### src/rtl/decsteer_pkg.sv
package decsteer_pkg;

   // Class of a queue entry once its effective micro-op count is known
   typedef enum logic [1:0] {
      K_SIMPLE = 2'd0,   // exactly one micro-op
      K_MULTI  = 2'd1,   // fits in the general slot in one cycle
      K_LONG   = 2'd2    // needs the sequencer
   } ikind_e;

endpackage

### src/rtl/decsteer_classify.sv
module decsteer_classify #(
   parameter int UOP_W    = 4,
   parameter int GEN_UOPS = 4,
   parameter int RMW_MIN  = 3
) (
   input  logic [UOP_W-1:0]     uops_i,
   input  logic                 rmw_i,
   output logic [UOP_W-1:0]     eff_o,
   output decsteer_pkg::ikind_e kind_o
);
   import decsteer_pkg::*;

   localparam logic [UOP_W-1:0] ONE  = UOP_W'(1);
   localparam logic [UOP_W-1:0] RMIN = UOP_W'(RMW_MIN);
   localparam logic [UOP_W-1:0] GMAX = UOP_W'(GEN_UOPS);

   logic [UOP_W-1:0] base;

   always_comb begin
      base = (uops_i == '0) ? ONE : uops_i;   // zero reads as one
      eff_o = (rmw_i && base < RMIN) ? RMIN : base;
      if (eff_o == ONE)       kind_o = K_SIMPLE;
      else if (eff_o <= GMAX) kind_o = K_MULTI;
      else                    kind_o = K_LONG;
   end

endmodule

### src/rtl/decsteer_alloc.sv
module decsteer_alloc #(
   parameter int NIN   = 3,
   parameter int UOP_W = 4,
   parameter int GEN_UOPS = 4,
   localparam int CNT_W  = UOP_W + 1,
   localparam int TAKE_W = $clog2(NIN + 1)
) (
   input  logic                 seq_busy_i,
   input  logic [NIN-1:0]       valid_i,
   input  decsteer_pkg::ikind_e kind_i [NIN],
   input  logic [UOP_W-1:0]     eff0_i,
   output logic [NIN-1:0]       take_o,
   output logic                 start_long_o,
   output logic [CNT_W-1:0]     need_o,
   output logic [TAKE_W-1:0]    count_o
);
   import decsteer_pkg::*;

   logic chain;

   always_comb begin
      take_o       = '0;
      start_long_o = 1'b0;
      need_o       = '0;
      count_o      = '0;
      chain        = 1'b0;
      if (!seq_busy_i && valid_i[0]) begin
         take_o[0] = 1'b1;
         count_o   = TAKE_W'(1);
         if (kind_i[0] == K_LONG) begin
            start_long_o = 1'b1;          // first burst fills slot 0
            need_o       = CNT_W'(GEN_UOPS);
         end else begin
            need_o = CNT_W'(eff0_i);
            chain  = 1'b1;
         end
         for (int k = 1; k < NIN; k++) begin
            chain     = chain && valid_i[k] && (kind_i[k] == K_SIMPLE);
            take_o[k] = chain;
            if (chain) begin
               need_o  = need_o + CNT_W'(1);
               count_o = count_o + TAKE_W'(1);
            end
         end
      end
   end

endmodule

### src/rtl/decsteer_seq.sv
module decsteer_seq #(
   parameter int TAG_W    = 6,
   parameter int UOP_W    = 4,
   parameter int GEN_UOPS = 4
) (
   input  logic             clk,
   input  logic             rst_n,
   input  logic             flush_i,
   input  logic             fire_i,
   input  logic             start_i,
   input  logic [TAG_W-1:0] start_tag_i,
   input  logic [UOP_W-1:0] start_eff_i,
   output logic             busy_o,
   output logic [TAG_W-1:0] tag_o,
   output logic [UOP_W-1:0] emit_o,
   output logic [UOP_W-1:0] idx_o
);
   localparam logic [UOP_W-1:0] GMAX = UOP_W'(GEN_UOPS);

   logic             busy_q;
   logic [TAG_W-1:0] tag_q;
   logic [UOP_W-1:0] rem_q;
   logic [UOP_W-1:0] idx_q;

   always_ff @(posedge clk) begin
      if (!rst_n) begin
         busy_q <= 1'b0;
         tag_q  <= '0;
         rem_q  <= '0;
         idx_q  <= '0;
      end else if (flush_i) begin
         busy_q <= 1'b0;
      end else if (fire_i) begin
         if (busy_q) begin
            if (rem_q <= GMAX) begin
               busy_q <= 1'b0;
            end else begin
               rem_q <= rem_q - GMAX;
               idx_q <= idx_q + GMAX;
            end
         end else if (start_i) begin
            busy_q <= 1'b1;
            tag_q  <= start_tag_i;
            rem_q  <= start_eff_i - GMAX;
            idx_q  <= GMAX;
         end
      end
   end

   assign busy_o = busy_q;
   assign tag_o  = tag_q;
   assign idx_o  = idx_q;
   assign emit_o = (rem_q <= GMAX) ? rem_q : GMAX;

   AST_SEQ_TAG_HOLD: assert property (@(posedge clk) disable iff (!rst_n)
      $past(busy_q) && busy_q |-> $stable(tag_q));

   AST_FLUSH_ABORTS: assert property (@(posedge clk) disable iff (!rst_n)
      flush_i |=> !busy_q);

endmodule

### src/rtl/decsteer_top.sv
module decsteer_top #(
   parameter int TAG_W    = 6,
   parameter int UOP_W    = 4,
   parameter int GEN_UOPS = 4,
   parameter int NSIMPLE  = 2,
   parameter int FREE_W   = 4,
   parameter int RMW_MIN  = 3,
   localparam int NIN    = 1 + NSIMPLE,
   localparam int NLANE  = GEN_UOPS + NSIMPLE,
   localparam int TAKE_W = $clog2(NIN + 1)
) (
   input  logic                        clk,
   input  logic                        rst_n,
   input  logic                        flush,
   input  logic [NIN-1:0]              in_valid,
   input  logic [NIN-1:0][UOP_W-1:0]   in_uops,
   input  logic [NIN-1:0]              in_rmw,
   input  logic [NIN-1:0][TAG_W-1:0]   in_tag,
   output logic [TAKE_W-1:0]           in_take,
   input  logic [FREE_W-1:0]           dn_free,
   output logic [NLANE-1:0]            out_valid,
   output logic [NLANE-1:0][TAG_W-1:0] out_tag,
   output logic [NLANE-1:0][UOP_W-1:0] out_idx
);
   import decsteer_pkg::*;

   localparam int CNT_W = UOP_W + 1;
   localparam int CMP_W = (CNT_W > FREE_W) ? CNT_W : FREE_W;

   if (GEN_UOPS < 2) begin : g_chk_gen
      $error("GEN_UOPS must be at least 2");
   end
   if ((1 << UOP_W) - 1 <= GEN_UOPS) begin : g_chk_uopw
      $error("UOP_W too narrow for counts beyond GEN_UOPS");
   end
   if (RMW_MIN > GEN_UOPS || RMW_MIN < 2) begin : g_chk_rmw
      $error("RMW_MIN must lie in 2..GEN_UOPS");
   end

   logic [UOP_W-1:0] eff  [NIN];
   ikind_e           kind [NIN];

   for (genvar k = 0; k < NIN; k++) begin : g_cls
      decsteer_classify #(
         .UOP_W(UOP_W), .GEN_UOPS(GEN_UOPS), .RMW_MIN(RMW_MIN)
      ) cls_i (
         .uops_i(in_uops[k]), .rmw_i(in_rmw[k]),
         .eff_o(eff[k]), .kind_o(kind[k])
      );
   end

   logic             seq_busy;
   logic [TAG_W-1:0] seq_tag;
   logic [UOP_W-1:0] seq_emit;
   logic [UOP_W-1:0] seq_idx;

   logic [NIN-1:0]    take;
   logic              start_long;
   logic [CNT_W-1:0]  alloc_need;
   logic [TAKE_W-1:0] alloc_count;

   decsteer_alloc #(.NIN(NIN), .UOP_W(UOP_W), .GEN_UOPS(GEN_UOPS)) alloc_i (
      .seq_busy_i(seq_busy), .valid_i(in_valid), .kind_i(kind),
      .eff0_i(eff[0]), .take_o(take), .start_long_o(start_long),
      .need_o(alloc_need), .count_o(alloc_count)
   );

   logic [CNT_W-1:0] need;
   logic             fire;

   assign need = seq_busy ? CNT_W'(seq_emit) : alloc_need;
   assign fire = !flush && (CMP_W'(need) <= CMP_W'(dn_free));

   decsteer_seq #(.TAG_W(TAG_W), .UOP_W(UOP_W), .GEN_UOPS(GEN_UOPS)) seq_i (
      .clk(clk), .rst_n(rst_n), .flush_i(flush), .fire_i(fire),
      .start_i(start_long), .start_tag_i(in_tag[0]), .start_eff_i(eff[0]),
      .busy_o(seq_busy), .tag_o(seq_tag), .emit_o(seq_emit), .idx_o(seq_idx)
   );

   assign in_take = fire ? alloc_count : '0;

   // General slot lanes, shared by slot 0 and the sequencer
   for (genvar l = 0; l < GEN_UOPS; l++) begin : g_gen_lane
      always_comb begin
         if (seq_busy) begin
            out_valid[l] = fire && (UOP_W'(l) < seq_emit);
            out_tag[l]   = seq_tag;
            out_idx[l]   = seq_idx + UOP_W'(l);
         end else begin
            out_valid[l] = fire && take[0] && (start_long || UOP_W'(l) < eff[0]);
            out_tag[l]   = in_tag[0];
            out_idx[l]   = UOP_W'(l);
         end
      end
      if (l > 0) begin : g_lead
         AST_LANE0_LEADS: assert property (@(posedge clk) disable iff (!rst_n)
            out_valid[l] |-> out_valid[0]);
      end
   end

   // Simple slot lanes
   for (genvar k = 1; k < NIN; k++) begin : g_simple_lane
      localparam int LN = GEN_UOPS + k - 1;
      assign out_valid[LN] = fire && take[k];
      assign out_tag[LN]   = in_tag[k];
      assign out_idx[LN]   = '0;
      if (k > 1) begin : g_ord
         AST_SIMPLE_ORDER: assert property (@(posedge clk) disable iff (!rst_n)
            out_valid[LN] |-> out_valid[LN-1]);
      end else begin : g_first
         AST_SIMPLE_AFTER_GEN: assert property (@(posedge clk) disable iff (!rst_n)
            out_valid[LN] |-> out_valid[0] && !seq_busy);
      end
   end

   AST_FREE_RESPECTED: assert property (@(posedge clk) disable iff (!rst_n)
      CMP_W'($countones(out_valid)) <= CMP_W'(dn_free));

   AST_FLUSH_QUIET: assert property (@(posedge clk) disable iff (!rst_n)
      flush |-> out_valid == '0 && in_take == '0);

   AST_SEQ_NO_TAKE: assert property (@(posedge clk) disable iff (!rst_n)
      seq_busy |-> in_take == '0);

   AST_TAKE_EMITS: assert property (@(posedge clk) disable iff (!rst_n)
      in_take != '0 |-> out_valid[0]);

endmodule

### config.mk
export PLATFORM = sky130hd
export DESIGN_NAME = decsteer_top
export DESIGN_NICKNAME = d
export VERILOG_FILES = /design/src/rtl/decsteer_pkg.sv /design/src/rtl/decsteer_classify.sv /design/src/rtl/decsteer_alloc.sv /design/src/rtl/decsteer_seq.sv /design/src/rtl/decsteer_top.sv
export SDC_FILE = /design/constraint.sdc
export NUM_CORES = 1
export LEC_CHECK = 0
export BUFFER_PORTS_ARGS = -buffer_cell sky130_fd_sc_hd__buf_2
export CAP_MARGIN = 20
export CORE_ASPECT_RATIO = 1.25
export CORE_MARGIN = 2
export CORE_UTILIZATION = 44
export DETAILED_ROUTE_END_ITERATION = 16
export PLACE_DENSITY = 0.9
export REMOVE_ABC_BUFFERS = 1
export SLEW_MARGIN = 10
export SYNTH_ARGS = -nofsm -noshare
export SYNTH_HDL_FRONTEND = slang
export SYNTH_SLANG_ARGS = --single-unit
### constraint.sdc
create_clock -name clk -period 6.5 [get_ports clk]
set_clock_uncertainty 0.05 [all_clocks]
set_input_delay 1.3 -clock clk [delete_from_list [all_inputs] [get_ports clk]]
set_output_delay 1.3 -clock clk [all_outputs]
set_load 0.02 [all_outputs]
* Word-level counts from Yosys, hierarchy flattened
Cells that the tools add are included.
** Word-level totals
- Register bits after elaboration :: 15
- Input bits :: 43
- Output and inout bits :: 68
- Logic and storage cells :: 120
** Cells by class
- Add/subtract/negate cells :: 9
- $lt $le $gt $ge :: 16
- Equality and inequality tests :: 5
- Multiplexer cells :: 48
- Bitwise gates (word level) :: 3
- Reductions and logical operators :: 35
** Operator list (count)
- 4-bit 2-to-1 mux :: 18
- 5-bit 2-to-1 mux :: 6
- 2-bit 2-to-1 mux :: 11
- 1-bit logical AND :: 20
- 4-bit by 3-bit <= comparator with 1-bit output, second input constant :: 4
- 1-bit by 4-bit < comparator with 1-bit output, first input constant :: 4
- 2-bit by 4-bit < comparator with 1-bit output, first input constant :: 4
- 4-bit by 1-bit equality test with 1-bit output, second input constant :: 3
- 4-bit logical NOT :: 3
- 4-bit by 2-bit < comparator with 1-bit output, second input constant :: 3
- 1-bit 2-to-1 mux :: 11
- 5-bit by 1-bit adder with 5-bit output, second input constant :: 2
- 4-bit by 2-bit adder with 4-bit output, second input constant :: 2
- 4-bit AND reduction :: 2
- 4-bit by 3-bit subtractor with 4-bit output, second input constant :: 2
- 6-bit 2-to-1 mux :: 1
- 5-bit by 4-bit <= comparator with 1-bit output :: 1
- 4-bit by 1-bit adder with 4-bit output, second input constant :: 1
- 4-bit by 3-bit adder with 4-bit output, second input constant :: 1
- 2-bit logical NOT :: 2
- 1-bit logical OR :: 4
- 3-bit 2-to-1 mux :: 1
- 1-bit inverter :: 3
- 2-bit by 1-bit adder with 2-bit output, second input constant :: 1
- other kinds (5) :: 6

* Depth between registers and ports, before layout
- Depth in word-level cells :: 24
- Mapped depth :: 19
- Mapped depth without buffers :: 16

* By module
A second synthesis with hierarchy kept.
** Unflattened totals
- Cell total of the unflattened synthesis :: 278
- Area total of the unflattened synthesis :: 2109.5 µm²
** Modules (own cells, without submodules)
- decsteer_top :: instances 1, cells each 117, area each 884.6 µm², sequential area each 0.0 µm²
- decsteer_seq :: instances 1, cells each 84, area each 716.9 µm², sequential area each 260.2 µm²
- decsteer_alloc :: instances 1, cells each 44, area each 312.8 µm², sequential area each 0.0 µm²
- decsteer_classify :: instances 3, cells each 11, area each 65.1 µm², sequential area each 0.0 µm²

* Worst setup path after synthesis
No wires, ideal clock.
- Path kind :: input to output
- Start point :: input in_uops[2] (netlist bit)
- End point :: output in_take[0]
- Data arrival time :: 4.667 ns
- Data required time :: 5.150 ns
- Path slack :: 0.483 ns
- Cell stages on the path :: 16
- Path buffers :: 2
- Path through :: buf_6 -> dlygate4sd1_1 -> ha_1 -> or2_4 -> o21bai_1 -> nand4_1 -> o21ai_0 -> ha_1 -> o21ai_0 -> o21ai_0 -> ha_1 -> nor2b_1 -> o21ai_0 -> a32o_1 -> nand2_1 -> nor4_1
** On the way
- Word-level cells in the longest chain between the ends :: 22
- Elaborated cells on any way between the ends :: 33
- Those cells by class :: 3 x add/sub; 3 x order compare; 2 x eq/ne; 18 x mux; 7 x reduce/logical
** Ends and longest elaborated chain
- start, declared :: line decsteer_top.sv:16 : input logic [NIN-1:0][UOP_W-1:0] in_uops,
- 4-bit logical NOT :: line decsteer_classify.sv:20 : base = (uops_i == '0) ? ONE : uops_i;
- 4-bit 2-to-1 mux * :: line decsteer_classify.sv:20
- 4-bit by 2-bit < comparator with 1-bit output :: line decsteer_classify.sv:21 : eff_o = (rmw_i && base < RMIN) ? RMIN : base;
- 1-bit logical AND :: line decsteer_classify.sv:21
- 4-bit 2-to-1 mux * :: line decsteer_classify.sv:21
- parallel branches: the longest is 16 deep, another holds 5-bit by 1-bit adder with 5-bit output
- 2-bit 2-to-1 mux * :: line decsteer_top.sv:80 : assign in_take = fire ? alloc_count : '0;
- end, declared :: line decsteer_top.sv:19 : output logic [TAKE_W-1:0] in_take,
Every way passes the cells marked *. The select of a mux whose other input is x is not followed.

* Final worst setup path
- Start point :: input in_uops[3] (netlist bit)
- End point :: output out_valid[4]
** On the way
- Word-level cells in the longest chain between the ends :: 22
- Elaborated cells on any way between the ends :: 29
- Those cells by class :: 2 x add/sub; 3 x order compare; 2 x eq/ne; 14 x mux; 8 x reduce/logical
** Ends and longest elaborated chain
- 4-bit logical NOT :: line decsteer_classify.sv:20
- 4-bit 2-to-1 mux * :: line decsteer_classify.sv:20
- 4-bit by 2-bit < comparator with 1-bit output :: line decsteer_classify.sv:21
- 1-bit logical AND :: line decsteer_classify.sv:21
- 4-bit 2-to-1 mux * :: line decsteer_classify.sv:21
- parallel branches: the longest is 16 deep, another holds 5-bit by 1-bit adder with 5-bit output
- 1-bit logical AND * :: line decsteer_top.sv:104 : assign out_valid[LN] = fire && take[k];
- end, declared :: line decsteer_top.sv:21 : output logic [NLANE-1:0] out_valid,
Marks and branches as above.

==> impl_results.md <==
* Cell Area, Synth at 0.00183 sq mm
* Die footprint at 0.00470 sq mm
* Setup TNS at 0 ps
* Power per cell area at 142 mW/mm^2
* Max_slew headroom at 0.321
* RSZ-0062 raised after global routing: no
* CTS tree: done
* CTS sink count at 13
* Metal3 WL at 353 um
* Total track usage at 0.179
* Die Ht at 76.2 um
* Max-capacitance violation count at 0
* Clock-pin slew on the worst setup and hold paths at 60 ps
* Final hold vios at 0
* DR pass1 iterations at 4
* FF-to-FF setup slack at 2890 ps
* Worst r2r path cells at 10
* R2r startpoint: seq_i.busy_o
* Crit path to: out_valid[4]
* Crit. End Element: output port
* Multi-input gate area at 0.00112 sq mm
* Root Buffer: clkbuf_8
* Post-CTS Setup Bufs at 0
* Sequential-to-total area share from yosys stat at 0.142
* Layout Nets at 316
* P_sw at 105 uW
* Vias in the first global route at 1564
* Antenna violations before repair at 0
* First-pass GRT wire length at 6740 um
* Crit path launch type: input port
* Critical path peak fanout at 9
* Cells after synthesis at 238
* R2R Path End: seq_i.busy_o
* Clock share of power at 0.271
* Final core utilization at 0.471
* Routed wire length at 4280 um
* Share of layout cells above drive strength 1 at 0.340
* Post-route ant nets at 0
* Initial DRC count at 112
* Num rows at 26
* Slew Viols, Final at 0
* Critical Path AT at 4680 ps
* Core Area at 0.00403 sq mm
* Num CTS Buffers at 3
* I/O pins at 111
* Leak at 0.000875 uW
* FFs w/ async S/R, synth at 0
* Synth warn at 0
* Area Overhead vs Synth at 3.48%
* Final non-filler cell total at 318
* # DRC at 0
* Cts repair resizes at 0
* Hold buffer count at cts at 0
* Critical Path RT at 5150 ps
* Dpl cells at 314
* CP startpoint: in_uops[3]
* Metal-1 WL at 1730 um
* Fmax at 0.166 GHz
* Top sig layer: met4
* Status: finished clean
* Vias post-DR at 1781
* Mean cell area of the mapped netlist at 7.71 sq um
* Hold Path Class: flip-flop to flip-flop
* Clk Latency, worst-skew pair at 240 ps
* Die width at 61.8 um
* Met2 wire len at 2120 um
* Initial Util at 0.455
* Storage cell area at 260 sq um
* # setup viols final at 0
* Comb pwr share at 0.408
* Global route total overflow at 0
* DP Wirelength at 3360 um
* Main synth FF type: dfxtp_1
* H-tree levels at 1
* Peak supply drop at 0.0730 mV
* Diode count at 0
* PortBufs at 68
* Internal power at 164 uW
* Placer congestion estimate at 0.870
* Number of fill cells at 412
* Post-synthesis cell type count at 60
* Final Cycle Share at 0.928
* Worst-case clock buffer depth at 2
* Switch share at 0.391
* Tmin final at 6030 ps
* Post-synth EDFFs at 0
* Worst-Margin Slew at 1020 ps
* Seq pwr share at 0.321
* Vias per cell at 5.60
* Crit Path Class: input port to output port
* Yosys reg bits at 13
* Largest net degree at the start of global routing at 26
* Post-DR wirelength/cell at 13.5 um
-- placed cells by master (no fill, tap or decap), types with 3 or more instances in the layout --
cell type,n
o21ai_0,4
nand2_1,9
nor2_1,8
nand4_1,12
nor4_1,8
conb_1,16
clkbuf_8,3
o31ai_1,9
ha_1,10
a31oi_1,4
buf_2,68
and2_1,5
inv_1,13
dfxtp_1,13
nor3_1,7
mux2_2,6
nand2b_1,3
a21oi_1,15
-- Yosys cell counts, drive strengths merged (3+ instances only) --
cell    instances  area share
o21ai           4       0.011
a21oi          15       0.041
o311ai          3       0.018
and2            6       0.020
nand2           9       0.018
ha             10       0.068
nand2b          3       0.010
clkbuf          8       0.016
inv            13       0.027
nor2            9       0.023
nand4          12       0.041
buf            54        0.22
nor4            8       0.027
dfxtp          13        0.14
nor3            7       0.019
a31oi           4       0.014
a211oi          3       0.015
mux2            6       0.037
o31ai           9       0.037
-- worst min-delay path by stage --
stage / start / endpoint / cells past startpoint
final: seq_i.tag_o[2] / seq_i.tag_o[2] / 2
after detailed placement: seq_i.tag_o[3] / seq_i.tag_o[3] / 2
after CTS: seq_i.tag_o[3] / seq_i.tag_o[3] / 2
after global placement: seq_i.tag_o[5] / seq_i.tag_o[5] / 2
after global routing: seq_i.tag_o[4] / seq_i.tag_o[4] / 2
after floorplan: seq_i.tag_o[0] / seq_i.tag_o[0] / 2
-- layer usage --
metal / vias to the layer above / GRT usage
met4: 0 / 0.0681
met1: 817 / 0.213
met5: - / 0.0390
met3: 10 / 0.0492
li1: 865 / -
met2: 89 / 0.291
-- cells by family (layout without fill, tap and decap cells) --
kind of cell / after synthesis / count (layout) / synth area share
compound gates: 60 / 60 / 0.241
fa+ha+maj: 10 / 10 / 0.0682
buf+inv: 77 / 87 / 0.277
flops: 13 / 13 / 0.142
mux: 8 / 8 / 0.0477
other cells: 2 / 16 / 0.00409
simple gates: 68 / 68 / 0.220
-- power by group through the flow --
stage	clock network [uW]	logic, uW	registers, uW
floorplan	0	72.9	87.2
global placement	0	106	88.1
global route	77.7	121	87.1
CTS	74.4	109	86.6
finish	73.0	110	86.6
detailed placement	0	109	88.4
-- worst max-delay path, stage by stage --
cell and delay [ps]:
buf_2 140, inv_1 80, ha_1 220, or2_4 250, o21bai_1 250, nand4_1 160, o21ai_0 100, ha_1 290
o21ai_0 70, o21ai_0 230, ha_1 290, nor2b_1 130, o21ai_0 210, a32o_1 190, nand2_1 230, nor4_1 310
buf_2 210
-- flip-flops by register name, summed over array words and instances, names as in the netlist --
signal	cells
seq_i.tag_o	6
seq_i.rem_q	4
seq_i.busy_o	1
seq_i.idx_o	2
-- final cells by class --
class,instances,area share
Tap cell,56,0.0369
Clock buffer,4,0.0237
Multi-Input combinational cell,162,0.589
Inverter,13,0.0257
Timing Repair Buffer,70,0.187
Sequential cell,13,0.137
-- through the flow --
stage	setup slack [ps]	area, sq um	hold slack [ps]	power [uW]
2_1_floorplan	303	1430	395	160
3_3_place_gp	624	1850	402	194
3_5_place_dp	484	1850	412	197
4_1_cts	469	1900	423	270
5_1_grt	140	1900	450	285
6_report	467	1900	424	270
Power figures use the tool's default switching activity.
